==> config.mk <==
export PLATFORM = sky130hd
export DESIGN_NAME = grouped_dma_arbiter
export DESIGN_NICKNAME = d
export VERILOG_FILES = /design/src/rtl/arb_pkg.sv /design/src/rtl/arb_order_map.sv /design/src/rtl/arb_rr_pick.sv /design/src/rtl/grouped_dma_arbiter.sv
export SDC_FILE = /design/constraint.sdc
export NUM_CORES = 1
export LEC_CHECK = 0
export BUFFER_PORTS_ARGS = -buffer_cell sky130_fd_sc_hd__buf_4
export CORE_MARGIN = 2
export CORE_UTILIZATION = 25
export CTS_BUF_LIST = sky130_fd_sc_hd__clkbuf_4 sky130_fd_sc_hd__clkbuf_8 sky130_fd_sc_hd__clkbuf_16
export DETAILED_ROUTE_END_ITERATION = 16
export GPL_TIMING_DRIVEN = 0
export SYNTH_ARGS = -nofsm -noshare
export SYNTH_HDL_FRONTEND = slang
export SYNTH_SLANG_ARGS = --single-unit
==> constraint.sdc <==
create_clock -name clk_i -period 17.3 [get_ports clk_i]
set_input_delay 0.865 -clock clk_i [delete_from_list [all_inputs] [get_ports clk_i]]
set_output_delay 0.865 -clock clk_i [all_outputs]
set_load 0.005 [all_outputs]
==> src/rtl/arb_pkg.sv <==
package arb_pkg;
  typedef enum logic {
    ST_ARB = 1'b0,
    ST_OWN = 1'b1
  } arb_state_e;
endpackage

==> src/rtl/arb_order_map.sv <==
// Permutes channel requests into base-ranking positions.
module arb_order_map #(
  parameter int N  = 12,
  parameter int NP = 10
) (
  input  logic         mem_first_i,
  input  logic [N-1:0] req_i,
  output logic [N-1:0] ord_o
);
  for (genvar p = 0; p < N; p++) begin : g_pos
    localparam int ChMem = (p + NP) % N;
    assign ord_o[p] = mem_first_i ? req_i[ChMem] : req_i[p];
  end
endmodule

==> src/rtl/arb_rr_pick.sv <==
// First set bit at or after ptr_i, wrapping.
module arb_rr_pick #(
  parameter int N  = 12,
  parameter int IW = $clog2(N)
) (
  input  logic [N-1:0]  vec_i,
  input  logic [IW-1:0] ptr_i,
  output logic          vld_o,
  output logic [IW-1:0] pos_o
);
  localparam logic [IW:0] NW = (IW+1)'(N);

  always_comb begin
    logic [IW:0] p;
    vld_o = 1'b0;
    pos_o = '0;
    for (int i = 0; i < N; i++) begin
      p = {1'b0, ptr_i} + (IW+1)'(i);
      if (p >= NW) p = p - NW;
      if (!vld_o && vec_i[p[IW-1:0]]) begin
        vld_o = 1'b1;
        pos_o = p[IW-1:0];
      end
    end
  end
endmodule

==> src/rtl/grouped_dma_arbiter.sv <==
module grouped_dma_arbiter #(
  parameter int NUM_PERIPH = 10,
  parameter int NUM_MEM    = 2
) (
  input  logic                          clk_i,
  input  logic                          rst_ni,
  input  logic [NUM_PERIPH+NUM_MEM-1:0] req_i,
  input  logic                          mem_first_i,
  input  logic                          bus_gnt_i,
  input  logic                          xfer_done_i,
  output logic [NUM_PERIPH+NUM_MEM-1:0] gnt_o,
  output logic                          bus_req_o
);
  import arb_pkg::*;

  localparam int N  = NUM_PERIPH + NUM_MEM;
  localparam int IW = $clog2(N);
  localparam logic [IW:0] NW  = (IW+1)'(N);
  localparam logic [IW:0] NPW = (IW+1)'(NUM_PERIPH);

  arb_state_e    st_q;
  logic [N-1:0]  gnt_q;
  logic [IW-1:0] pos_q, ptr_q;
  logic [N-1:0]  ord_req;
  logic          pick_vld;
  logic [IW-1:0] pick_pos;
  logic [IW-1:0] pick_ch;
  logic [N-1:0]  pick_oh;

  arb_order_map #(.N(N), .NP(NUM_PERIPH)) u_map (
    .mem_first_i (mem_first_i),
    .req_i       (req_i),
    .ord_o       (ord_req)
  );

  arb_rr_pick #(.N(N), .IW(IW)) u_pick (
    .vec_i (ord_req),
    .ptr_i (ptr_q),
    .vld_o (pick_vld),
    .pos_o (pick_pos)
  );

  // position -> channel index under the current order
  always_comb begin
    logic [IW:0] t;
    t = {1'b0, pick_pos};
    if (mem_first_i) begin
      t = t + NPW;
      if (t >= NW) t = t - NW;
    end
    pick_ch = t[IW-1:0];
    pick_oh = pick_vld ? ({{(N-1){1'b0}}, 1'b1} << pick_ch) : '0;
  end

  always_ff @(posedge clk_i or negedge rst_ni) begin
    if (!rst_ni) begin
      st_q  <= ST_ARB;
      gnt_q <= '0;
      pos_q <= '0;
      ptr_q <= '0;
    end else begin
      unique case (st_q)
        ST_ARB: begin
          if (bus_gnt_i && (|gnt_q)) begin
            st_q <= ST_OWN;
          end else begin
            gnt_q <= pick_oh;
            pos_q <= pick_pos;
          end
        end
        ST_OWN: begin
          if (xfer_done_i) begin
            st_q  <= ST_ARB;
            gnt_q <= '0;
            ptr_q <= (pos_q == IW'(N-1)) ? '0 : pos_q + 1'b1;
          end
        end
        default: st_q <= ST_ARB;
      endcase
    end
  end

  assign gnt_o     = gnt_q;
  assign bus_req_o = |gnt_q;
endmodule

==> results.json <==
{
  "relSlewSlack_pct": 27.2,
  "rsz0062_at_grt": "no",
  "syn_area_um2": 4080,
  "synth-main-ff-cell": "dfrtp_1",
  "wl_met2_mm": 5.58,
  "routedWlPerCell_um": 17.0,
  "status": "finished clean",
  "synthCells": 458,
  "io_buffers": 28,
  "syn_to_final_growth_pct": 13.8,
  "maxSlewViolCount": 0,
  "crit_type": "reg -> reg",
  "viasPerCell": 5.68,
  "cts_tree": "done",
  "initial_core_util_pct": 25.7,
  "cts_root_buf": "clkbuf_16",
  "clkTransAtPathRegs_ns": 0.06,
  "required_ns": 17.49,
  "die_w_um": 132,
  "yosys.area_share.simple_pct": 21.3,
  "min_period_ns": 7.02,
  "hold_path_class": "in -> async",
  "drive_gt1_share_pct": 23.9,
  "die_h_um": 132,
  "finClkSkew_ns": 0.00350,
  "cts_made_buffers": 3,
  "synth_edf_count": 0,
  "grt_use_total_pct": 13.3,
  "firstDrtPassIters": 5,
  "routed_wirelength_mm": 12.0,
  "grt_pass1_wl_mm": 19.4,
  "synth_area_per_cell_um2": 8.90,
  "synth.distinct_cells": 90,
  "finalSetupViolations": 0,
  "die_area_um2": 17300,
  "critPathMaxFanout": 10,
  "wl_met1_mm": 5.55,
  "grt-ovfl-total": 0,
  "async_reset_ff_share_pct": 100,
  "io_pins": 30,
  "finalSetupTns_ns": 0,
  "synth-seq-cells": 21,
  "cts_setup_buffers": 0,
  "clk_path_buf_depth": 2,
  "clock_latency_ns": 0.25,
  "fmax_mhz": 142,
  "synth.yosys.seq_area_share_pct": 12.9,
  "cts_htree_levels": 1,
  "drt_iter0_markers": 242,
  "wl_met3_um": 614,
  "ys.warnings.count": 0,
  "yosys-mux-area-fraction_pct": 19.4,
  "holdWs_ns": 0.487,
  "rows": 46,
  "routed.top_layer": "met4",
  "crit_path_end_kind": "flop",
  "synth_top_family_by_area": "compound AO/OA/AOI/OAI gates",
  "vias": 4008,
  "drc": 0,
  "fin_crit_sh_pct": 40.6,
  "synth_adder_area_share_pct": 7.98,
  "hold_viol": 0,
  "ant_nets": 0,
  "cp.arrival_ns": 7.21,
  "fin_util_pct": 29.2,
  "final_nets": 534,
  "core_area_um2": 15900,
  "cts.sinks": 21,
  "grt_pass1_vias": 3795,
  "antenna_found_initial": 0,
  "synthXorXnorAreaFrac_pct": 3.13,
  "worst_pin_slew_ns": 1.08,
  "diodes": 0,
  "cts_resized": 0,
  "grt_max_degree": 22,
  "finalWeightedCongestion": 0.953,
  "dp_hpwl_mm": 9.61,
  "synth_compound_area_share_pct": 29.7,
  "maxCapViolCount": 0,
  "crit_path_start_kind": "flop",
  "syn_nets": 501,
  "cts_hold_buf": 0
}
area by class of cell:
type	instances	area [um^2]
clock inverter	1	7.51
inverter	20	75.1
sequential	21	526
timing repair buffer	28	210
fill	1698	11200
clock buffer	3	75.1
buffer	25	153
multi-input combinational	392	3320
tap	216	270
state kept, by name (all words and copies together), names as in the netlist:
register,count
st_q,1
gnt_o,12
ptr_q,4
pos_q,4
cells in the mapped netlist, types with 4 or more instances:
cell type	n	share of area (%)
clkbuf_1	7	0.64
buf_2	11	1.4
nand3_1	13	1.6
o22ai_1	5	0.77
nor4_1	8	1.2
nor2_1	21	1.9
a311oi_1	4	0.86
mux2i_1	17	4.2
o21ai_0	16	2.0
a32o_1	12	2.9
inv_1	19	1.7
mux4_2	20	11
o21a_1	8	1.5
a21o_1	7	1.3
o211ai_1	4	0.74
dfrtp_1	21	13
mux2_2	13	3.6
a31oi_1	4	0.61
a21oi_1	26	3.2
nand2b_1	5	0.77
nor2b_1	11	1.7
a211o_1	4	0.86
and3_1	8	1.2
nand2_1	34	3.1
xnor2_1	6	1.3
ha_1	26	8.0
a211oi_2	6	1.8
nand3b_1	4	0.74
nor3_1	13	1.6
nor3b_1	5	0.92
or3_1	4	0.61
layer usage:
metal	track usage, %	vias up
met2	22.4	135
met5	0	-
li1	-	1883
met3	0.810	14
met4	3.44	0
met1	18.5	1976
worst max-delay path, stage by stage, from the launching register on:
cell and delay, ns:
dfrtp_1 0.50, buf_4 0.22, buf_6 0.15, buf_2 0.29, inv_1 0.24, ha_1 0.26, a21boi_1 0.29, xnor2_2 0.19
inv_1 0.07, ha_1 0.18, a21oi_1 0.34, a21oi_1 0.17, or2_0 0.29, o311ai_0 0.94, nor3_1 0.14, a211oi_1 0.46
o22ai_4 0.19, inv_1 0.11, ha_1 0.24, xnor2_1 0.15, ha_1 0.16, inv_1 0.06, o41ai_4 0.51, a211oi_2 0.16
a211oi_2 0.39, a32o_1 0.22
per-stage QoR:
stage,setup WS [ns],area [um^2],std cells
global placement,10.60,4560,702
global route,9.86,4640,706
detailed placement,10.42,4560,702
floorplan,11.63,4080,458
finish,10.28,4640,706
CTS,10.39,4640,706
cells in the final DEF (no fill, tap or decap), types with 11 or more instances in the layout:
cell type / n
nand2_1: 34
buf_4: 31
a21oi_1: 26
ha_1: 26
nor2_1: 21
dfrtp_1: 21
mux4_2: 20
inv_1: 19
mux2i_1: 17
o21ai_0: 16
nor3_1: 13
mux2_2: 13
nand3_1: 13
a32o_1: 12
buf_2: 11
nor2b_1: 11
path summary, 6_finish.rpt:
kind                             endpoint  depth (start not counted)       from  slack, ns
min in group clk_i              gnt_o[10]                          1  gnt_o[10]       0.53
worst min-delay path             gnt_o[0]                          1     rst_ni       0.49
max in group asynchronous        gnt_o[4]                          1     rst_ni      16.59
worst max register to register   gnt_o[8]                         25   ptr_q[1]      10.28
worst min register to register  gnt_o[10]                          1  gnt_o[10]       0.53
worst max-delay path             gnt_o[8]                         25   ptr_q[1]      10.28
cell families after synthesis:
kind of cell / count (synthesis)
multiplexers: 51
AND/OR/NAND/NOR: 155
flip-flops: 21
adder cells (fa/ha/maj): 26
AO/OA/AOI/OAI: 148
buffers and inverters: 45
XOR/XNOR: 12
Power is not shown: default switching activity piles up to over one toggle a cycle in this logic, so the estimate is an artifact.
